[config.mk]
export PLATFORM = sky130hd
export DESIGN_NAME = hostcap_top
export DESIGN_NICKNAME = d
export VERILOG_FILES = /design/src/rtl/hostcap_pkg.sv /design/src/rtl/hostcap_fifo.sv /design/src/rtl/hostcap_stamp.sv /design/src/rtl/hostcap_regs.sv /design/src/rtl/hostcap_top.sv
export SDC_FILE = /design/constraint.sdc
export NUM_CORES = 1
export LEC_CHECK = 0
export BUFFER_PORTS_ARGS = -buffer_cell sky130_fd_sc_hd__buf_2
export CORE_ASPECT_RATIO = 1.2
export CORE_MARGIN = 8
export CORE_UTILIZATION = 45
export CTS_CLUSTER_DIAMETER = 150
export DETAILED_ROUTE_END_ITERATION = 7
export HOLD_SLACK_MARGIN = 0.15
export PLACE_DENSITY_LB_ADDON = 0.05
export SKIP_LAST_GASP = 1
export SLEW_MARGIN = 15
export SYNTH_ARGS = -nofsm -noshare
export SYNTH_HDL_FRONTEND = slang
export SYNTH_SLANG_ARGS = --single-unit
[constraint.sdc]
create_clock -name clk -period 2.8 [get_ports clk]
set_clock_uncertainty 0.15 [all_clocks]
set_input_delay 0.28 -clock clk [delete_from_list [all_inputs] [get_ports clk]]
set_output_delay 0.28 -clock clk [all_outputs]
set_load 0.005 [all_outputs]
[src/rtl/hostcap_pkg.sv]
package hostcap_pkg;

    localparam int BYTE_W  = 8;
    localparam int STAMP_W = 24;
    localparam int WORD_W  = BYTE_W + STAMP_W;
    localparam int BUS_AW  = 12;

    localparam logic [BUS_AW-1:0] OFS_POP   = 12'h100;
    localparam logic [BUS_AW-1:0] OFS_CFG   = 12'h104;
    localparam logic [BUS_AW-1:0] OFS_STAT  = 12'h108;
    localparam logic [BUS_AW-1:0] OFS_STAMP = 12'h10C;
    localparam logic [BUS_AW-1:0] OFS_ACT   = 12'h330;

    // config bit positions
    localparam int CB_FLUSH = 1;
    localparam int CB_ZERO  = 2;
    localparam int CB_RATE  = 3;
    localparam int CB_TAG   = 5;
    localparam int CB_LVL   = 6;

    typedef enum logic [1:0] {
        LVL_ONE      = 2'd0,
        LVL_FOUR     = 2'd1,
        LVL_EIGHT    = 2'd2,
        LVL_FOURTEEN = 2'd3
    } level_sel_e;

    function automatic int level_of(input level_sel_e sel);
        case (sel)
            LVL_ONE:   return 1;
            LVL_FOUR:  return 4;
            LVL_EIGHT: return 8;
            default:   return 14;
        endcase
    endfunction

endpackage

[src/rtl/hostcap_fifo.sv]
module hostcap_fifo #(
    parameter int DEPTH  = 16,
    parameter int WORD_W = 32,
    localparam int PTR_W = $clog2(DEPTH),
    localparam int CNT_W = $clog2(DEPTH + 1)
) (
    input  logic              clk,
    input  logic              rst_n,
    input  logic              push_i,
    input  logic              pop_i,
    input  logic              flush_i,
    input  logic [WORD_W-1:0] wdata_i,
    output logic [WORD_W-1:0] head_o,
    output logic [CNT_W-1:0]  count_o,
    output logic              empty_o,
    output logic              full_o
);

    typedef struct packed {
        logic [PTR_W-1:0] wr_ptr;
        logic [PTR_W-1:0] rd_ptr;
        logic [CNT_W-1:0] count;
    } ptr_state_t;

    localparam logic [CNT_W-1:0] FULL_CNT = CNT_W'(DEPTH);
    localparam logic [PTR_W-1:0] LAST_PTR = PTR_W'(DEPTH - 1);

    ptr_state_t        st_d, st_q;
    logic [WORD_W-1:0] mem_d [DEPTH];
    logic [WORD_W-1:0] mem_q [DEPTH];
    logic              do_push, do_pop;

    function automatic logic [PTR_W-1:0] bump(input logic [PTR_W-1:0] p);
        return (p == LAST_PTR) ? '0 : p + 1'b1;
    endfunction

    always_comb begin
        st_d    = st_q;
        mem_d   = mem_q;
        do_pop  = pop_i && (st_q.count != '0);
        do_push = push_i && (st_q.count != FULL_CNT);
        if (flush_i) begin
            st_d = '0;
        end else begin
            if (do_push) begin
                mem_d[st_q.wr_ptr] = wdata_i;
                st_d.wr_ptr        = bump(st_q.wr_ptr);
            end
            if (do_pop) begin
                st_d.rd_ptr = bump(st_q.rd_ptr);
            end
            case ({do_push, do_pop})
                2'b10:   st_d.count = st_q.count + 1'b1;
                2'b01:   st_d.count = st_q.count - 1'b1;
                default: st_d.count = st_q.count;
            endcase
        end
    end

    always_ff @(posedge clk or negedge rst_n) begin
        if (!rst_n) begin
            st_q <= '0;
            for (int i = 0; i < DEPTH; i++) begin
                mem_q[i] <= '0;
            end
        end else begin
            st_q  <= st_d;
            mem_q <= mem_d;
        end
    end

    assign head_o  = mem_q[st_q.rd_ptr];
    assign count_o = st_q.count;
    assign empty_o = (st_q.count == '0);
    assign full_o  = (st_q.count == FULL_CNT);

    // occupancy never exceeds the depth
    a_r2_no_overflow: assert property (@(posedge clk) disable iff (!rst_n)
        st_q.count <= FULL_CNT);

    // simultaneous push and pop on a partly filled FIFO keeps the level
    a_r10_level_held: assert property (@(posedge clk) disable iff (!rst_n)
        (push_i && pop_i && !flush_i && st_q.count != '0 && st_q.count != FULL_CNT)
        |=> $stable(st_q.count));

    // a pop request on an empty FIFO moves no pointer
    a_r5_empty_pop_hold: assert property (@(posedge clk) disable iff (!rst_n)
        (pop_i && !push_i && !flush_i && st_q.count == '0)
        |=> ($stable(st_q.rd_ptr) && st_q.count == '0));

endmodule

[src/rtl/hostcap_stamp.sv]
module hostcap_stamp #(
    parameter int STAMP_W = 24,
    parameter int RATE_W  = 2
) (
    input  logic               clk,
    input  logic               rst_n,
    input  logic               tick_i,
    input  logic [RATE_W-1:0]  rate_i,
    input  logic               zero_i,
    input  logic               load_i,
    input  logic [STAMP_W-1:0] load_val_i,
    output logic [STAMP_W-1:0] stamp_o
);

    localparam int MAX_SHIFT = (1 << RATE_W) - 1;
    localparam int PRE_W     = (MAX_SHIFT > 0) ? MAX_SHIFT : 1;

    typedef struct packed {
        logic [PRE_W-1:0]   pre;
        logic [STAMP_W-1:0] stamp;
    } stamp_state_t;

    stamp_state_t     st_d, st_q;
    logic [PRE_W-1:0] pre_last;
    logic             advance;

    always_comb begin
        st_d     = st_q;
        pre_last = (PRE_W'(1) << rate_i) - 1'b1;
        advance  = tick_i && (st_q.pre >= pre_last);
        if (load_i) begin
            st_d.stamp = load_val_i;
            st_d.pre   = '0;
        end else if (zero_i) begin
            st_d.stamp = '0;
            st_d.pre   = '0;
        end else if (tick_i) begin
            if (advance) begin
                st_d.pre   = '0;
                st_d.stamp = st_q.stamp + 1'b1;
            end else begin
                st_d.pre = st_q.pre + 1'b1;
            end
        end
    end

    always_ff @(posedge clk or negedge rst_n) begin
        if (!rst_n) begin
            st_q <= '0;
        end else begin
            st_q <= st_d;
        end
    end

    assign stamp_o = st_q.stamp;

    // a zero strobe clears the counter
    a_r8_zero_strobe: assert property (@(posedge clk) disable iff (!rst_n)
        (zero_i && !load_i) |=> (st_q.stamp == '0));

    // without tick, load or zero the counter holds
    a_r7_hold_no_tick: assert property (@(posedge clk) disable iff (!rst_n)
        (!tick_i && !load_i && !zero_i) |=> $stable(st_q.stamp));

    // the counter wraps to zero from all ones
    a_r7_wrap: assert property (@(posedge clk) disable iff (!rst_n)
        (!load_i && !zero_i && advance && st_q.stamp == '1) |=> (st_q.stamp == '0));

endmodule

[src/rtl/hostcap_regs.sv]
module hostcap_regs
    import hostcap_pkg::*;
#(
    parameter int DEPTH = 16,
    localparam int CNT_W = $clog2(DEPTH + 1)
) (
    input  logic               clk,
    input  logic               rst_n,
    input  logic               host_wr_en,
    input  logic [BYTE_W-1:0]  host_wr_data,
    input  logic [BUS_AW-1:0]  bus_addr,
    input  logic               bus_wr_en,
    input  logic               bus_rd_en,
    input  logic [WORD_W-1:0]  bus_wdata,
    input  logic [WORD_W-1:0]  head_i,
    input  logic [CNT_W-1:0]   count_i,
    input  logic               empty_i,
    input  logic               full_i,
    input  logic [STAMP_W-1:0] stamp_i,
    output logic               push_o,
    output logic               pop_o,
    output logic               flush_o,
    output logic [WORD_W-1:0]  entry_o,
    output logic [1:0]         rate_o,
    output logic               zero_o,
    output logic               load_o,
    output logic [STAMP_W-1:0] load_val_o,
    output logic [WORD_W-1:0]  rdata_o,
    output logic               irq_o
);

    typedef struct packed {
        level_sel_e        lvl;
        logic              tag_en;
        logic [1:0]        rate;
        logic              active;
        logic              ovr;
        logic [WORD_W-1:0] rdata;
    } reg_state_t;

    reg_state_t st_d, st_q;
    logic       cfg_wr;
    logic       host_ok;
    logic [CNT_W-1:0] lvl_cnt;

    always_comb begin
        st_d       = st_q;
        cfg_wr     = bus_wr_en && (bus_addr == OFS_CFG);
        flush_o    = cfg_wr && bus_wdata[CB_FLUSH];
        zero_o     = cfg_wr && bus_wdata[CB_ZERO];
        load_o     = bus_wr_en && (bus_addr == OFS_STAMP);
        load_val_o = bus_wdata[WORD_W-1:BYTE_W];
        host_ok    = host_wr_en && st_q.active;
        push_o     = host_ok && !flush_o;
        pop_o      = bus_rd_en && (bus_addr == OFS_POP);
        entry_o    = {(st_q.tag_en ? stamp_i : {STAMP_W{1'b0}}), host_wr_data};
        rate_o     = st_q.rate;

        if (cfg_wr) begin
            st_d.rate   = bus_wdata[CB_RATE +: 2];
            st_d.tag_en = bus_wdata[CB_TAG];
            st_d.lvl    = level_sel_e'(bus_wdata[CB_LVL +: 2]);
        end
        if (bus_wr_en && (bus_addr == OFS_ACT)) begin
            st_d.active = bus_wdata[0];
        end

        if (flush_o) begin
            st_d.ovr = 1'b0;
        end else if (host_ok && full_i) begin
            st_d.ovr = 1'b1;
        end

        if (bus_rd_en) begin
            case (bus_addr)
                OFS_POP:   st_d.rdata = empty_i ? '0 : head_i;
                OFS_CFG:   st_d.rdata = {{(WORD_W-8){1'b0}}, st_q.lvl, st_q.tag_en,
                                         st_q.rate, 3'b000};
                OFS_STAT:  st_d.rdata = {{(WORD_W-2){1'b0}}, st_q.ovr, !empty_i};
                OFS_STAMP: st_d.rdata = {stamp_i, {BYTE_W{1'b0}}};
                OFS_ACT:   st_d.rdata = {{(WORD_W-1){1'b0}}, st_q.active};
                default:   st_d.rdata = '0;
            endcase
        end

        lvl_cnt = CNT_W'(level_of(st_q.lvl));
        irq_o   = (count_i >= lvl_cnt);
    end

    always_ff @(posedge clk or negedge rst_n) begin
        if (!rst_n) begin
            st_q <= '0;
        end else begin
            st_q <= st_d;
        end
    end

    assign rdata_o = st_q.rdata;

    // overrun persists until a flush
    a_r3_ovr_sticky: assert property (@(posedge clk) disable iff (!rst_n)
        (st_q.ovr && !flush_o) |=> st_q.ovr);

    // while inactive, host writes never raise the occupancy
    a_r9_inactive_ignored: assert property (@(posedge clk) disable iff (!rst_n)
        (!st_q.active && !pop_o && !flush_o) |=> (count_i == $past(count_i)));

    // an empty FIFO never interrupts
    a_r6_quiet_when_empty: assert property (@(posedge clk) disable iff (!rst_n)
        empty_i |-> !irq_o);

    // a read of the empty data window returns zero
    a_r5_empty_read_zero: assert property (@(posedge clk) disable iff (!rst_n)
        (pop_o && empty_i) |=> (st_q.rdata == '0));

endmodule

[src/rtl/hostcap_top.sv]
module hostcap_top
    import hostcap_pkg::*;
#(
    parameter int DEPTH = 16
) (
    input  logic               clk,
    input  logic               rst_n,
    input  logic               host_wr_en,
    input  logic [BYTE_W-1:0]  host_wr_data,
    input  logic               tick_6m,
    input  logic [BUS_AW-1:0]  bus_addr,
    input  logic               bus_wr_en,
    input  logic               bus_rd_en,
    input  logic [WORD_W-1:0]  bus_wdata,
    output logic [WORD_W-1:0]  bus_rdata,
    output logic               irq
);

    localparam int CNT_W = $clog2(DEPTH + 1);

    logic               push, pop, flush, zero, load, empty, full;
    logic [WORD_W-1:0]  entry, head;
    logic [CNT_W-1:0]   count;
    logic [1:0]         rate;
    logic [STAMP_W-1:0] stamp, load_val;

    hostcap_regs #(.DEPTH(DEPTH)) regs_i (
        .clk          (clk),
        .rst_n        (rst_n),
        .host_wr_en   (host_wr_en),
        .host_wr_data (host_wr_data),
        .bus_addr     (bus_addr),
        .bus_wr_en    (bus_wr_en),
        .bus_rd_en    (bus_rd_en),
        .bus_wdata    (bus_wdata),
        .head_i       (head),
        .count_i      (count),
        .empty_i      (empty),
        .full_i       (full),
        .stamp_i      (stamp),
        .push_o       (push),
        .pop_o        (pop),
        .flush_o      (flush),
        .entry_o      (entry),
        .rate_o       (rate),
        .zero_o       (zero),
        .load_o       (load),
        .load_val_o   (load_val),
        .rdata_o      (bus_rdata),
        .irq_o        (irq)
    );

    hostcap_fifo #(.DEPTH(DEPTH), .WORD_W(WORD_W)) fifo_i (
        .clk     (clk),
        .rst_n   (rst_n),
        .push_i  (push),
        .pop_i   (pop),
        .flush_i (flush),
        .wdata_i (entry),
        .head_o  (head),
        .count_o (count),
        .empty_o (empty),
        .full_o  (full)
    );

    hostcap_stamp #(.STAMP_W(STAMP_W), .RATE_W(2)) stamp_i (
        .clk        (clk),
        .rst_n      (rst_n),
        .tick_i     (tick_6m),
        .rate_i     (rate),
        .zero_i     (zero),
        .load_i     (load),
        .load_val_i (load_val),
        .stamp_o    (stamp)
    );

endmodule

==> metrics <==
outcome completed; CTS max path bufs 3; Synth async-reset ratio 100%; drt first-iter violations 1366; final hold viol count 0; Pre-Repair DR Iteration Count 5; Post-CTS Setup Inserts 0; die width 239 um; crit path max fanout 3; Syn-to-layout area delta 18.7%; die area slightly below 70000 um^2; area of the multi-input gates between 10000 and 15000 um^2; Filler cells 5235; Post-Syn Nets 2495; commonest cells after routing, fill and taps aside 588 x dfrtp_1, 497 x nand2_1, 402 x o21ai_0, 131 x mux2_2, 128 x mux4_2; initial core utilization between 40% and 50%; post-synthesis sequential area ratio approximately 55%; worst-skew pair later-pin latency between 0.6 and 0.7 ns; CP max-delay cell or4_4; Yosys reg bits 591; syn avg cell area ~11 um^2; DP Wirelength about 52 mm; CTS tree built; die height 284 um; number of antenna violations at the first check in global routing 0; CP Launch Type flop; register area 14800 um^2; Worst Setup Path Type flop to flop; post-route cell area approximately 32000 um^2; VDD IR max 0.000488 V; max-slew violation count 0; CTS root buffer clkbuf_16; clk sinks slightly below 600; Worst Tran Pin Value 0.896 ns; Final nets between 2000 and 3000; Mapped Area ~27000 um^2; # diodes 0; Tot Pwr ~18000 uW; DR vias/cell around 5.7; number of synthesized flops with an enable pin 0; Req. time, crit path between 3 and 4 ns; # DRC 0; worst min-delay path class input pin to async pin; CTS Buf Count approximately 60; Clock transition at path regs around 0.070 ns; GPL Wtd Cong between 0.8 and 0.9; yosys synthesis warning count 0; drt wl/cell around 23 um; via count 19200; synth unique cells 67; total gr overflow 0; CP cell instances or4_4, o211ai_1, nor2_2, ha_2, xor2_1, ha_2, a21oi_4, nor3b_2, o21ai_1, a21oi_2, mux2i_1; number of I/O port buffers 90; MaxCap Viol Count 0; Tcrit/Tclk final a little over nine tenths; final core occ a little over half; WHS approximately 0.17 ns; critical path arrival ~3.1 ns; Worst Reg-to-Reg Cells 11; most used flip-flop cell after synthesis dfrtp_1; final wirelength ~80 mm; fin cells 3382; core area about 60000 um^2; antenna viol nets, final 0; total track usage approximately a quarter; first-pass GRT wire length approximately 120 mm; cell row count between 90 and 100; H-tree depth 2; Worst Setup End Kind flop; fmax between 0.3 and 0.4 GHz; r2r setup slk around 0.066 ns; max incr delay on CP 0.53 ns; Most common cell on crit path ha_2; Setup Viol. Count Final 0; layout cells sized above 1 approximately a quarter; Power per Cell Area roughly 560 nW/um^2; dpl cell area 29400 um^2; vias in the first global route 19800; Syn Inst Count about 2400; leakage between 0.01 and 0.015 uW; largest net degree at the start of global routing 88; I/O pin count ~90; fin crit period 2.73 ns; relative slew slack 40.3%; commonest non-fill, non-tap cell in the layout dfrtp_1; Inst Count DP 3212
per-layer routing:
layer | vias up | track usage [%] | share of wire, %
met5 | - | 0 | 0
met4 | 0 | 7.54 | 3.3
met3 | 132 | 4.06 | 5.0
met2 | 424 | 38.1 | 48
met1 | 9783 | 32.2 | 44
li1 | 8826 | - | -
logic make-up after synthesis:
| kind of cell | after synthesis | synth area share [%] |
|---|---|---|
| compound gates | 630 | 13.2 |
| xor+xnor | 9 | 0.292 |
| fa+ha+maj | 17 | 0.789 |
| buf+inv | 254 | 4.37 |
| flops | 591 | 54.9 |
| mux | 261 | 16.2 |
| simple gates | 658 | 10.3 |
stage by stage:
step,TNS [ns],setup slack (ns)
2_1_floorplan,-0.268,-0.139
3_3_place_gp,-0.0517,-0.0517
3_5_place_dp,-0.0360,-0.0360
4_1_cts,0,0.00278
5_1_grt,-0.00638,-0.00352
6_report,0,0.0660
report_power, final:
part	total (uW)	internal (uW)	switching (uW)
Combinational	1100	415	681
Clock	8120	4650	3470
Sequential	8760	8640	115
Total	18000	13700	4270
worst paths after layout:
kind | startpoint | endpoint
min reg2reg | fifo_i.mem_q[336]$_DFFE_PN0P_ | fifo_i.mem_q[336]$_DFFE_PN0P_
max | fifo_i.count_o[1]$_DFFE_PN0P_ | fifo_i.count_o[4]$_DFFE_PN0P_
min | rst_n | regs_i.st_q[36]$_DFFE_PN0N_
min in group clk | bus_wr_en | regs_i.rate_o[0]$_DFFE_PN0N_
max in group asynchronous | rst_n | fifo_i.mem_q[107]$_DFFE_PN0P_
max reg2reg | fifo_i.count_o[1]$_DFFE_PN0P_ | fifo_i.count_o[4]$_DFFE_PN0P_
area by class of cell:
cell class                      count  area share, %
Tap cell                          800           3.13
Clock buffer                       88           5.53
Sequential cell                   591           46.3
Multi-Input combinational cell   1575           35.5
Timing Repair Buffer              291           8.78
Inverter                           15          0.176
Clock inverter                     22          0.681
sequential cells by signal, indices dropped and copies added (netlist names):
signal	cells
fifo_i.mem_q	512
regs_i.st_q	5
regs_i.rdata_o	32
regs_i.rate_o	2
fifo_i.count_o	5
stamp_i.stamp_o	24
fifo_i.st_q	8
stamp_i.st_q	3
synthesized netlist by cell type, drive strengths merged, types with 3 or more instances:
| master | number | share of area (%) |
|---|---|---|
| a32o | 4 | 0.15 |
| o31ai | 7 | 0.19 |
| o2111ai | 16 | 0.52 |
| o2bb2ai | 4 | 0.13 |
| nor2b | 8 | 0.19 |
| mux2 | 131 | 5.5 |
| nand2 | 497 | 6.9 |
| buf | 116 | 2.4 |
| nor4 | 7 | 0.24 |
| a21oi | 72 | 1.3 |
| xor2 | 7 | 0.23 |
| a31oi | 10 | 0.23 |
| a21o | 7 | 0.19 |
| dfrtp | 591 | 55 |
| nor3 | 7 | 0.15 |
| and3 | 4 | 0.093 |
| nand2b | 4 | 0.093 |
| nor3b | 3 | 0.10 |
| mux4 | 128 | 11 |
| or2 | 5 | 0.12 |
| nand4 | 12 | 0.28 |
| o21ai | 407 | 7.6 |
| o211ai | 3 | 0.084 |
| nor2 | 68 | 0.95 |
| a22oi | 64 | 1.8 |
| a22o | 3 | 0.097 |
| or4 | 5 | 0.17 |
| clkbuf | 123 | 1.7 |
| inv | 15 | 0.21 |
| ha | 17 | 0.79 |
| nand4b | 3 | 0.097 |
| or3 | 12 | 0.30 |
| nand3 | 12 | 0.22 |
| o22ai | 18 | 0.42 |
timing repair:
action,4_1_cts,5_1_grt
endpoints found under the setup margin,0,3
resized for setup,0,6
endpoints found under the hold margin,450,0
hold buffers,60,0
worst max-delay path: cells and delay by family, from the launching register on:
family / cells / cell delay [ns]
and+or+nand+nor: 3 / 0.77
DFF: 1 / 0.40
xor gates and xnor gates: 1 / 0.16
adders and majority gates: 2 / 0.43
AOI/OAI and AO/OA: 4 / 0.54
muxes: 1 / 0.20
Note: power is estimated with default switching activity, not from simulation.
